$ cat src/rtl/dram_seq_pkg.sv
package dram_seq_pkg;

    typedef enum logic [2:0] {
        BK_IDLE,
        BK_PRECHARGE,
        BK_ACTIVATE,
        BK_OPEN,
        BK_WAIT_BUS,
        BK_COLUMN,
        BK_TRANSFER
    } bank_state_e;

    function automatic int idx_width(input int n);
        return (n <= 1) ? 1 : $clog2(n);
    endfunction

    function automatic int timer_width(input int a, input int b, input int c, input int d);
        int m;
        m = a;
        if (b > m) m = b;
        if (c > m) m = c;
        if (d > m) m = d;
        return $clog2(m + 1);
    endfunction

endpackage

$ cat src/rtl/dram_bank_fsm.sv
module dram_bank_fsm
    import dram_seq_pkg::*;
#(
    parameter int ROW_W = 14,
    parameter int COL_W = 8,
    parameter int T_PRE = 9,
    parameter int T_ACT = 9,
    parameter int T_CAS = 9,
    parameter int BURST = 8
) (
    input  logic             clk,
    input  logic             rst,
    input  logic             accept,
    input  logic [ROW_W-1:0] req_row,
    input  logic [COL_W-1:0] req_col,
    input  logic             req_write,
    input  logic             grant,
    output logic             ready,
    output logic             waiting,
    output logic             owns_bus,
    output logic             xfer,
    output logic             pre_s,
    output logic             act_s,
    output logic             col_s,
    output logic [COL_W-1:0] col_q,
    output logic             wr_q
);
    localparam int CNT_W = timer_width(T_PRE, T_ACT, T_CAS, BURST);
    localparam logic [CNT_W-1:0] PRE_FIRST = CNT_W'(T_PRE - 1);
    localparam logic [CNT_W-1:0] ACT_FIRST = CNT_W'(T_ACT - 1);
    localparam logic [CNT_W-1:0] CAS_FIRST = CNT_W'(T_CAS - 1);
    localparam logic [CNT_W-1:0] BST_FIRST = CNT_W'(BURST - 1);

    bank_state_e      state;
    logic [CNT_W-1:0] cnt;
    logic [ROW_W-1:0] open_row;
    logic             row_valid;
    logic             row_hit;

    assign row_hit  = row_valid && (open_row == req_row);
    assign ready    = (state == BK_IDLE) || (state == BK_OPEN);
    assign waiting  = (state == BK_WAIT_BUS);
    assign owns_bus = (state == BK_COLUMN) || (state == BK_TRANSFER);
    assign xfer     = (state == BK_TRANSFER);
    assign pre_s    = (state == BK_PRECHARGE) && (cnt == PRE_FIRST);
    assign act_s    = (state == BK_ACTIVATE) && (cnt == ACT_FIRST);
    assign col_s    = (state == BK_COLUMN) && (cnt == CAS_FIRST);

    always_ff @(posedge clk) begin
        if (rst) begin
            state     <= BK_IDLE;
            cnt       <= '0;
            open_row  <= '0;
            row_valid <= 1'b0;
            col_q     <= '0;
            wr_q      <= 1'b0;
        end else begin
            unique case (state)
                BK_IDLE, BK_OPEN: begin
                    if (accept) begin
                        open_row  <= req_row;
                        row_valid <= 1'b1;
                        col_q     <= req_col;
                        wr_q      <= req_write;
                        if (row_hit) begin
                            state <= BK_WAIT_BUS;
                        end else if (row_valid) begin
                            state <= BK_PRECHARGE;
                            cnt   <= PRE_FIRST;
                        end else begin
                            state <= BK_ACTIVATE;
                            cnt   <= ACT_FIRST;
                        end
                    end
                end
                BK_PRECHARGE: begin
                    if (cnt == '0) begin
                        state <= BK_ACTIVATE;
                        cnt   <= ACT_FIRST;
                    end else begin
                        cnt <= cnt - 1'b1;
                    end
                end
                BK_ACTIVATE: begin
                    if (cnt == '0) state <= BK_WAIT_BUS;
                    else           cnt   <= cnt - 1'b1;
                end
                BK_WAIT_BUS: begin
                    if (grant) begin
                        state <= BK_COLUMN;
                        cnt   <= CAS_FIRST;
                    end
                end
                BK_COLUMN: begin
                    if (cnt == '0) begin
                        state <= BK_TRANSFER;
                        cnt   <= BST_FIRST;
                    end else begin
                        cnt <= cnt - 1'b1;
                    end
                end
                BK_TRANSFER: begin
                    if (cnt == '0) state <= BK_OPEN;
                    else           cnt   <= cnt - 1'b1;
                end
                default: state <= BK_IDLE;
            endcase
        end
    end
endmodule

$ cat src/rtl/dram_bus_arbiter.sv
module dram_bus_arbiter
    import dram_seq_pkg::*;
#(
    parameter int NUM_BANKS = 4,
    parameter int AGE_W     = 8
) (
    input  logic                 clk,
    input  logic                 rst,
    input  logic [NUM_BANKS-1:0] waiting,
    input  logic                 bus_free,
    output logic [NUM_BANKS-1:0] grant
);
    localparam int IDX_W = idx_width(NUM_BANKS);

    logic [NUM_BANKS-1:0][AGE_W-1:0] age;
    logic [AGE_W-1:0]                best;
    logic [IDX_W-1:0]                pick;
    logic                            found;

    always_comb begin
        found = 1'b0;
        best  = '0;
        pick  = '0;
        for (int b = 0; b < NUM_BANKS; b++) begin
            if (waiting[b] && (!found || age[b] > best)) begin
                found = 1'b1;
                best  = age[b];
                pick  = IDX_W'(b);
            end
        end
        grant = '0;
        if (found && bus_free) grant[pick] = 1'b1;
    end

    always_ff @(posedge clk) begin
        for (int b = 0; b < NUM_BANKS; b++) begin
            if (rst || !waiting[b] || grant[b]) age[b] <= '0;
            else if (age[b] != '1)              age[b] <= age[b] + 1'b1;
        end
    end
endmodule

$ cat src/rtl/dram_bank_sequencer.sv
module dram_bank_sequencer
    import dram_seq_pkg::*;
#(
    parameter int NUM_BANKS = 4,
    parameter int ROW_W     = 14,
    parameter int COL_W     = 8,
    parameter int T_PRE     = 9,
    parameter int T_ACT     = 9,
    parameter int T_CAS     = 9,
    parameter int BURST     = 8,
    parameter int AGE_W     = 8,
    localparam int BANK_W   = idx_width(NUM_BANKS)
) (
    input  logic                 clk,
    input  logic                 rst,
    input  logic                 req_valid,
    output logic                 req_ready,
    input  logic [BANK_W-1:0]    req_bank,
    input  logic [ROW_W-1:0]     req_row,
    input  logic [COL_W-1:0]     req_col,
    input  logic                 req_write,
    output logic [NUM_BANKS-1:0] pre_strobe,
    output logic [NUM_BANKS-1:0] act_strobe,
    output logic [NUM_BANKS-1:0] col_strobe,
    output logic [COL_W-1:0]     col_addr,
    output logic                 bus_busy,
    output logic [BANK_W-1:0]    bus_bank,
    output logic                 bus_write
);
    logic [NUM_BANKS-1:0]             bank_ready;
    logic [NUM_BANKS-1:0]             bank_wait;
    logic [NUM_BANKS-1:0]             bank_owns;
    logic [NUM_BANKS-1:0]             bank_xfer;
    logic [NUM_BANKS-1:0]             bank_wr;
    logic [NUM_BANKS-1:0]             grant;
    logic [NUM_BANKS-1:0]             accept;
    logic [NUM_BANKS-1:0][COL_W-1:0]  bank_col;

    always_comb begin
        req_ready = 1'b0;
        for (int b = 0; b < NUM_BANKS; b++) begin
            if (req_bank == BANK_W'(b)) req_ready = bank_ready[b];
        end
    end

    for (genvar b = 0; b < NUM_BANKS; b++) begin : g_bank
        assign accept[b] = req_valid && req_ready && (req_bank == BANK_W'(b));

        dram_bank_fsm #(
            .ROW_W (ROW_W),
            .COL_W (COL_W),
            .T_PRE (T_PRE),
            .T_ACT (T_ACT),
            .T_CAS (T_CAS),
            .BURST (BURST)
        ) u_bank (
            .clk       (clk),
            .rst       (rst),
            .accept    (accept[b]),
            .req_row   (req_row),
            .req_col   (req_col),
            .req_write (req_write),
            .grant     (grant[b]),
            .ready     (bank_ready[b]),
            .waiting   (bank_wait[b]),
            .owns_bus  (bank_owns[b]),
            .xfer      (bank_xfer[b]),
            .pre_s     (pre_strobe[b]),
            .act_s     (act_strobe[b]),
            .col_s     (col_strobe[b]),
            .col_q     (bank_col[b]),
            .wr_q      (bank_wr[b])
        );
    end

    dram_bus_arbiter #(
        .NUM_BANKS (NUM_BANKS),
        .AGE_W     (AGE_W)
    ) u_arb (
        .clk      (clk),
        .rst      (rst),
        .waiting  (bank_wait),
        .bus_free (~|bank_owns),
        .grant    (grant)
    );

    always_comb begin
        col_addr  = '0;
        bus_busy  = 1'b0;
        bus_bank  = '0;
        bus_write = 1'b0;
        for (int b = 0; b < NUM_BANKS; b++) begin
            if (col_strobe[b]) col_addr = col_addr | bank_col[b];
            if (bank_xfer[b]) begin
                bus_busy  = 1'b1;
                bus_bank  = BANK_W'(b);
                bus_write = bank_wr[b];
            end
        end
    end
endmodule

$ cat config.mk
export PLATFORM = sky130hd
export DESIGN_NAME = dram_bank_sequencer
export DESIGN_NICKNAME = d
export VERILOG_FILES = /design/src/rtl/dram_seq_pkg.sv /design/src/rtl/dram_bank_fsm.sv /design/src/rtl/dram_bus_arbiter.sv /design/src/rtl/dram_bank_sequencer.sv
export SDC_FILE = /design/constraint.sdc
export NUM_CORES = 1
export LEC_CHECK = 0
export BUFFER_PORTS_ARGS = -buffer_cell sky130_fd_sc_hd__buf_2
export CORE_MARGIN = 2
export CORE_UTILIZATION = 51
export CTS_CLUSTER_SIZE = 30
export DETAILED_ROUTE_END_ITERATION = 7
export PLACE_DENSITY = 0.65
export SYNTH_ARGS = -nofsm -noshare
export SYNTH_HDL_FRONTEND = slang
export SYNTH_HIERARCHICAL = 1
export SYNTH_SLANG_ARGS = --single-unit
$ cat constraint.sdc
create_clock -name clk -period 10.3 [get_ports clk]
set_clock_uncertainty 0.15 [all_clocks]
set_input_delay 2.06 -clock clk [delete_from_list [all_inputs] [get_ports clk]]
set_output_delay 2.06 -clock clk [all_outputs]
set_load 0.03 [all_outputs]
==> flow_summary.toml, run 1 <==
[global_route]
grt_pass1_wl_mm = 39.0
gr-total-overflow = 0
grt_pass1_vias = 7691
grt_max_degree = 85
antenna_found_initial = 1
grt_usage_pct = 24.0

[finish]
drive_gt1_share_pct = 10.7
register_area_mm2 = 0.00312
final_cell_area_mm2 = 0.0102
fillers = 1685
final_util_pct = 56.5
syn_to_final_growth_pct = 8.22
nets = 1274
multiInputGateArea_mm2 = 0.00580

[setup_path]
path_max_fanout = 21
r2r_slack_ns = 2.96
cp-start-kind = "register"
reg2regPathDepth = 28
crit_slowest_cell = "dfxtp_1"
r2r-start = "g_bank[0].u_bank/state[2]"
critPathRequiredTime_ns = 10.47
criticalPathCategory = "register to register"
slowest_delay_ns = 0.65
worstPathArrival_ns = 7.51
endpoint_kind = "register"
rr_endpoint = "g_bank[0].u_bank/cnt[0]"

[synthesis]
avgSynthCellArea_um2 = 7.75
synth_nets = 1274
synthArstFlopShare_pct = 0
synth_most_common_cell = "nand2_1"
ys_types = 67
ys.flop_type = "dfxtp_1"
synth_top_area_share_pct = 33.2
yosysSeqAreaShare_pct = 33.2
synth_area_leaders = "dfxtp_1 33%, nand2_1 10%, a21oi_1 7.8%"
yosys_register_bits = 156
synth_area_mm2 = 0.00941
synth_edf_count = 0
ys_warn_count = 6
synth_top_area_cell = "dfxtp_1"
synthCells = 1214
synth_common_cells = "258 x nand2_1, 156 x dfxtp_1, 147 x a21oi_1"

[placement]
dp_hpwl_mm = 15.6
io_buffers = 52
dp_worst_setup_slack_ns = 3.07
place_area_mm2 = 0.00959
gp_congestion = 0.845

[run_status]
status = "complete, no violations"

[hold_path]
min_to = "g_bank[2].u_bank/col_q[0]"
min_path_cells = 2
min_from = "g_bank[2].u_bank/col_q[0]"
worstHoldPathType = "register to register"

[flow_run]
max-cap-violations = 0

[timing]
tns_ns = 0
fin_ws_ns = 2.96
grt_setup_unrepaired = "false"
tightest_slew_ns = 1.10
max_slew_margin_pct = 26.4
finalSetupViolCount = 0
slew_viol_final = 0
finalHoldViolations = 0
finalCritPeriodShare_pct = 71.3
fmax_ghz = 0.136
min_period_ns = 7.34

[drt]
first_pass_iters = 5
wire_per_inst_um = 15.7
detail-route-antenna-nets = 0
vias_per_cell = 5.75
drc_errors = 0
drtIter0Drc = 558
vias = 8377
drt_wl_total_mm = 22.9

[floorplan]
coreArea_mm2 = 0.0180
die_h_um = 140
die_x_um = 140
num_rows = 49
die-area_mm2 = 0.0195
start_util_pct = 52.2
ios = 53

[clock_network]
cts_resized = 0
postCtsHoldBufs = 0
clock_latency_ns = 0.43
cts_buffers = 17
htree_levels = 4
cts_root_buffer = "clkbuf_16"
clockBufferDepth = 2
clock-sinks = 156
cts_setup_buffers = 0
cts_tree = "built"
clkSlewWorstSetupHoldPaths_ns = 0.07

[pwr]
irDropWorstVdd_uv = 132
leakage_nw = 3.55
p_per_area_mw_per_mm2 = 194
[metal layers]
metal  vias up  wire (µm)  GRT usage [%]
li1       4270          -              -
met1      3900      11000           33.6
met2       185      10600           38.3
met3        22       1080           4.37
met4         0        270           6.05
met5         -          0              0
[worst max-delay path by stage]
| stage | start | cells after the start | slack [ns] | to |
|---|---|---|---|---|
| 6_report | g_bank[0].u_bank/state[2] | 28 | 2.96 | g_bank[0].u_bank/cnt[0] |
| 5_1_grt | g_bank[0].u_bank/state[2] | 29 | 2.32 | g_bank[0].u_bank/cnt[0] |
| 4_1_cts | g_bank[0].u_bank/state[2] | 28 | 3.00 | g_bank[0].u_bank/cnt[0] |
| 3_5_place_dp | g_bank[0].u_bank/state[2] | 28 | 3.07 | g_bank[0].u_bank/cnt[1] |
| 3_3_place_gp | g_bank[0].u_bank/state[2] | 28 | 3.19 | g_bank[0].u_bank/cnt[1] |
| 2_1_floorplan | g_bank[0].u_bank/state[2] | 32 | 3.35 | g_bank[1].u_bank/cnt[0] |
[where the power goes]
group          total [W]  switching, W  internal, W
Combinational   0.000594      0.000366     0.000228
Clock           0.000623      0.000293     0.000330
Sequential      0.000753     0.0000853     0.000668
Total            0.00197      0.000744      0.00123
[placed cells by master, fill, tap and decap left out, types with 8 or more instances in the layout]
cell type  instances
nor2_1            88
clkbuf_16         17
nor3_1            22
a32oi_1           11
mux2i_1            9
nand3_1           39
dfxtp_1          156
a22oi_1           23
nand2_1          258
buf_2             51
mux2_4            12
inv_1             28
and3_1            11
nand2b_1          11
o21ai_0           35
xor2_1            11
xnor2_1           60
ha_1              32
nand4_1           27
o22ai_1            8
a21oi_1          147
nor2b_1           21
a31oi_1           15
[cell type report]
class / instances / area share (%)
flip-flops and latches: 156 / 30.7
inverters: 28 / 1.03
well taps: 229 / 2.82
clock buffers: 18 / 4.31
clock inverters: 14 / 1.41
repair buffers: 54 / 2.73
diodes: 1 / 0.0246
multi-input cells: 957 / 57.0
[critical path: cells and delay by family, from the launching register on]
family,cells,cell delay (ns)
adder cells (fa/ha/maj),3,0.94
buffers and inverters,1,0.26
flip-flops,1,0.65
AO/OA/AOI/OAI,9,2.48
multiplexers,2,0.73
AND/OR/NAND/NOR,13,2.01
[kinds of logic after synthesis]
family / after synthesis / share of synthesized area (%)
simple gates: 532 / 27.1
xor+xnor: 71 / 6.61
fa+ha+maj: 32 / 4.26
compound gates: 299 / 20.4
mux: 23 / 3.23
buf+inv: 101 / 5.12
flops: 156 / 33.2
[flip-flops by register name, summed over array words and instances (netlist names)]
name / count
u_arb/age: 32
g_bank.u_bank/cnt: 16
g_bank.u_bank/row_valid: 4
g_bank.u_bank/col_q: 32
g_bank.u_bank/open_row: 56
g_bank.u_bank/wr_q: 4
g_bank.u_bank/state: 12
[per-stage QoR]
stage                     std cells  hold WS (ns)  total power (W)
after global routing           1456         0.328          0.00209
after detailed placement       1424         0.297          0.00135
after CTS                      1456         0.306          0.00198
final                          1457         0.307          0.00197
after floorplan                1214         0.283          0.00125
after global placement         1424         0.293          0.00135
(Power assumes the default switching activity.)
==> run 2, diff against run 1 <==
- PLACE_DENSITY: 0.65 -> 0.67
- clock period: 10.3 -> 6.2 ns (I/O delays scaled with it)
==> run 2 against run 1 <==
  * Via count increased by 2.9%
  * Critical path depth increased by 2
  * Global-route usage increased by 0.79 points
  * Flip-flop and latch count unchanged
  * Clock power increased by 73%
  * Power increased by 71%
  * Die area unchanged
  * Count of clock-buffer cells in the layout decreased by 1
  * Fmax increased by 22%
==> flow_summary.toml, run 2 (synthesized netlist as in run 1, its figures left out) <==
[run_status]
status = "complete, no violations"

[global_route]
grt_pass1_wl_mm = 40.0
antenna_found_initial = 0
gr-total-overflow = 0
grt_pass1_vias = 7877
grt_usage_pct = 24.8
grt_max_degree = 82

[floorplan]
die-area_mm2 = 0.0195
start_util_pct = 52.2
die_x_um = 140
coreArea_mm2 = 0.0180
num_rows = 49
die_h_um = 140
ios = 53

[finish]
fillers = 1671
largest_register_ffs = 56
nets = 1314
register_area_mm2 = 0.00313
reg.largest.list = "g_bank.u_bank/open_row (56), g_bank.u_bank/col_q (32), u_arb/age (32)"
diodes = 0
multiInputGateArea_mm2 = 0.00604
final_cell_area_mm2 = 0.0107
final_common_cell = "nand2_1"
syn_to_final_growth_pct = 14.2
mostFrequentLayoutCells = "255 x nand2_1, 154 x dfxtp_1, 144 x a21oi_1, 85 x nor2_1, 60 x xnor2_1"
drive_gt1_share_pct = 15.9
regMostFlops = "g_bank.u_bank/open_row"

[drt]
detail-route-antenna-nets = 0
vias_per_cell = 5.76
wire_per_inst_um = 16.3
first_pass_iters = 5
drt_wl_total_mm = 24.4
vias = 8621
drtIter0Drc = 743
drc_errors = 0

[timing]
slew_viol_final = 0
min_period_ns = 6.02
finalHoldViolations = 0
fmax_ghz = 0.166
finalCritPeriodShare_pct = 97.1
finalSetupViolCount = 0
fin_ws_ns = 0.178
max_slew_margin_pct = 25.5
tightest_slew_ns = 1.12

[placement]
io_buffers = 52
gp_congestion = 0.887
dp_worst_setup_slack_ns = -0.0421
place_area_mm2 = 0.00987
dp_hpwl_mm = 16.2

[flow_run]
max-cap-violations = 0

[clock_network]
cts_buffers = 17
clock_latency_ns = 0.44
cts_tree = "built"
cts_root_buffer = "clkbuf_16"
htree_levels = 4
clock-sinks = 156
clkSlewWorstSetupHoldPaths_ns = 0.08
clockBufferDepth = 2

[setup_path]
critPathRequiredTime_ns = 6.36
rr_endpoint = "g_bank[1].u_bank/cnt[0]"
r2r-start = "g_bank[0].u_bank/state[0]"
cp-start-kind = "register"
path_max_fanout = 6
reg2regPathDepth = 30
worstPathArrival_ns = 6.19
r2r_slack_ns = 0.18
slowest_delay_ns = 0.36
criticalPathCategory = "register to register"
endpoint_kind = "register"
crit_slowest_cell = "o31a_1"

[hold_path]
min_path_cells = 2
worstHoldPathType = "register to register"
min_to = "g_bank[3].u_bank/wr_q"
min_from = "g_bank[3].u_bank/wr_q"

[pwr]
irDropWorstVdd_uv = 267
p_per_area_mw_per_mm2 = 314
leakage_nw = 3.82
-- run 2: power by group --
| group | total [W] | internal, W | leakage, nW | switching, W |
|---|---|---|---|---|
| clock network | 0.00108 | 0.000581 | 0.296 | 0.000502 |
| registers | 0.00124 | 0.00111 | 1.26 | 0.000132 |
| logic | 0.00105 | 0.000409 | 2.26 | 0.000639 |
| total | 0.00337 | 0.00210 | 3.82 | 0.00127 |
-- run 2: repair_timing --
item	in CTS	in global routing
buffers inserted	1	10
hold buffers	0	0
gates resized for setup	0	27
endpoints found under the setup margin	6	17
pin swaps	1	33
gates cloned	0	2
-- run 2: how the worst max path moves through the flow --
stage | startpoint | cells past startpoint | end
after floorplan | g_bank[0].u_bank/state[2] | 33 | g_bank[1].u_bank/cnt[0]
after global placement | g_bank[0].u_bank/state[0] | 30 | g_bank[1].u_bank/cnt[3]
after detailed placement | g_bank[0].u_bank/state[0] | 29 | g_bank[1].u_bank/cnt[3]
after CTS | g_bank[0].u_bank/state[0] | 29 | g_bank[1].u_bank/cnt[0]
after global routing | g_bank[0].u_bank/state[0] | 30 | g_bank[1].u_bank/cnt[0]
final | g_bank[0].u_bank/state[0] | 30 | g_bank[1].u_bank/cnt[0]
-- run 2: cell type report --
type                       instances  area share (%)
tap                              229            2.67
multi-input combinational        959            56.2
sequential                       156            29.1
inverter                          28            1.00
clock buffer                      17            3.96
timing repair buffer              92            5.31
clock inverter                    15            1.76
-- run 2: routing by layer --
layer	track usage [%]	part of all wire, %	wire (µm)	vias to the layer above
met5	0	0	0	-
li1	-	-	-	4348
met4	7.42	1.8	433	0
met3	3.85	4.6	1110	32
met1	35.1	48	11800	4014
met2	39.1	45	11000	227
-- run 2: through the flow --
stage	cells	util [%]	total power (W)	hold slack [ns]	setup TNS, ns
after global placement	1451	54.8	0.00226	0.292	0
after global routing	1496	59.6	0.00357	0.327	-0.392
after floorplan	1214	-	0.00210	0.283	0
final	1496	59.6	0.00337	0.308	0
after detailed placement	1451	54.8	0.00227	0.299	-0.124
after CTS	1484	58.2	0.00335	0.308	0
-- run 2: critical path, delay by kind of cell (launching register included) --
| kind | cells | cell delay (ns) |
|---|---|---|
| buffers and inverters | 3 | 0.38 |
| flip-flops | 1 | 0.33 |
| AND/OR/NAND/NOR | 11 | 1.54 |
| AO/OA/AOI/OAI | 12 | 2.39 |
| multiplexers | 1 | 0.32 |
| adder cells (fa/ha/maj) | 3 | 0.79 |
==> run 3, diff against run 2 <==
- PLACE_DENSITY: 0.67 -> 0.71
==> run 3 against run 2 <==
  * Utilization is 0.58 points higher
  * Register-to-register slack worse by 0.08 ns
  * Routed wire length up 0.22%
  * Sequential share of layout area decreased by 0.28 points
  * Count of clock-buffer cells in the layout increased by 1
  * Sequential power barely moved
  * Cell area up 0.98%
  * Flip-flop and latch count is the same
  * Via count is 1.6% higher
  * Critical path type unchanged
  * Critical endpoint is now g_bank[1].u_bank/cnt[1]
==> flow_summary.toml, run 3 (synthesized netlist as in run 1, its figures left out) <==
[global_route]
grt_pass1_wl_mm = 40.0
grt_pass1_vias = 7922
grt_usage_pct = 24.7
antenna_found_initial = 2
grt_max_degree = 92
gr-total-overflow = 0

[floorplan]
coreArea_mm2 = 0.0180
num_rows = 49
start_util_pct = 52.2
die_h_um = 140
ios = 53
die-area_mm2 = 0.0195
die_x_um = 140

[setup_path]
crit_slowest_cell = "a211oi_4"
worstPathArrival_ns = 6.27
reg2regPathDepth = 29
slowest_delay_ns = 0.40
r2r_slack_ns = 0.10
critPathRequiredTime_ns = 6.37
worst_path_most_repeated_cell = "nand4_1"
endpoint_kind = "register"
path_max_fanout = 8
r2r-start = "g_bank[0].u_bank/state[0]"
cp-start-kind = "register"
rr_endpoint = "g_bank[1].u_bank/cnt[1]"
criticalPathCategory = "register to register"

[clock_network]
htree_levels = 4
clock_latency_ns = 0.44
cts_tree = "built"
clkSlewWorstSetupHoldPaths_ns = 0.07
cts_buffers = 17
clock-sinks = 156
cts_root_buffer = "clkbuf_16"
postCtsHoldBufs = 0
clockBufferDepth = 2

[drt]
detail-route-antenna-nets = 0
drc_errors = 0
drt_wl_total_mm = 24.4
vias_per_cell = 5.87
first_pass_iters = 7
wire_per_inst_um = 16.4
drtIter0Drc = 642
vias = 8755

[timing]
min_period_ns = 6.10
fmax_ghz = 0.164
grt_setup_unrepaired = "true"
tns_ns = 0
finalSetupViolCount = 0
finalHoldViolations = 0
slew_viol_final = 0
tightest_slew_ns = 1.24
fin_ws_ns = 0.102
finalCritPeriodShare_pct = 98.3
max_slew_margin_pct = 16.1

[hold_path]
min_to = "g_bank[1].u_bank/col_q[1]"
worstHoldPathType = "register to register"
min_path_cells = 2
min_from = "g_bank[1].u_bank/col_q[1]"

[finish]
final_cell_area_mm2 = 0.0108
mostFrequentLayoutCells = "252 x nand2_1, 154 x dfxtp_1, 143 x a21oi_1, 79 x nor2_1, 60 x xnor2_1"
regMostFlops = "g_bank.u_bank/open_row"
drive_gt1_share_pct = 17.0
final_cells = 1491
syn_to_final_growth_pct = 15.3
largest_register_ffs = 56
final_common_cell = "nand2_1"
final_util_pct = 60.2
nets = 1308
reg.largest.list = "g_bank.u_bank/open_row (56), g_bank.u_bank/col_q (32), u_arb/age (32)"

[placement]
gp_congestion = 0.878
dpl.cell_count = 1447
dp_worst_setup_slack_ns = -0.131
dp_hpwl_mm = 16.2
place_area_mm2 = 0.00984
io_buffers = 52

[run_status]
status = "complete, no violations"

[flow_run]
max-cap-violations = 0

[pwr]
leakage_nw = 3.87
irDropWorstVdd_uv = 256
p_per_area_mw_per_mm2 = 307
## run 3: cell count changes in the layout (fill, tap and decap cells not counted), moves of 3 or more
cell	previous run	this run
nand2_1	255	252
nor2_1	85	79
nand2_4	0	4
ha_4	5	8
nor2_2	2	7
buf_4	39	31
ha_1	27	24
## run 3: layer usage
layer	vias up	track usage [%]	routed length [µm]
li1	4345	-	-
met1	4139	34.4	11200
met2	241	39.8	11500
met3	28	4.92	1410
met4	2	5.63	270
met5	-	0	7
## run 3: where the power goes
part	total (W)	switching [W]	leakage (nW)	internal, W
sequential	0.00124	0.000132	1.26	0.00111
combinational	0.00106	0.000642	2.33	0.000416
clock	0.00103	0.000483	0.280	0.000546
total	0.00333	0.00126	3.87	0.00207
## run 3: how the worst max path moves through the flow
stage	slack (ns)	depth (start not counted)	endpoint	from
after global placement	0.03	28	g_bank[2].u_bank/cnt[3]	g_bank[0].u_bank/state[0]
after floorplan	0.002	33	g_bank[1].u_bank/cnt[0]	g_bank[0].u_bank/state[2]
after CTS	0.01	28	g_bank[2].u_bank/cnt[0]	g_bank[0].u_bank/state[0]
final	0.10	29	g_bank[1].u_bank/cnt[1]	g_bank[0].u_bank/state[0]
after detailed placement	-0.13	28	g_bank[2].u_bank/cnt[3]	g_bank[0].u_bank/state[0]
after global routing	-0.12	31	g_bank[1].u_bank/cnt[1]	g_bank[0].u_bank/state[0]
## run 3: area by class of cell
type,count,area [µm²]
sequential,156,3130
clock buffer,18,439
antenna,1,2.50
multi-input combinational,957,6150
clock inverter,14,143
fill,1606,7180
timing repair buffer,88,587
inverter,28,108
tap,229,287
## run 3: worst max-delay path: cells and delay by family (launching register included)
kind / cells / cell delay, ns
flops: 1 / 0.34
buf+inv: 3 / 0.39
fa+ha+maj: 3 / 0.88
compound gates: 11 / 2.40
simple gates: 11 / 1.48
mux: 1 / 0.33
## run 3: stage by stage
stage | hold slack, ns | total power (W)
6_report | 0.307 | 0.00333
5_1_grt | 0.322 | 0.00353
4_1_cts | 0.307 | 0.00330
3_5_place_dp | 0.297 | 0.00226
3_3_place_gp | 0.291 | 0.00225
2_1_floorplan | 0.283 | 0.00210
## run 3: timing repair
item,in CTS,in global routing
setup endpoints to repair,9,19
gates resized for setup,1,55
endpoints found under the hold margin,0,0
setup buffers,3,7
pin swaps,2,26
cloned,0,1
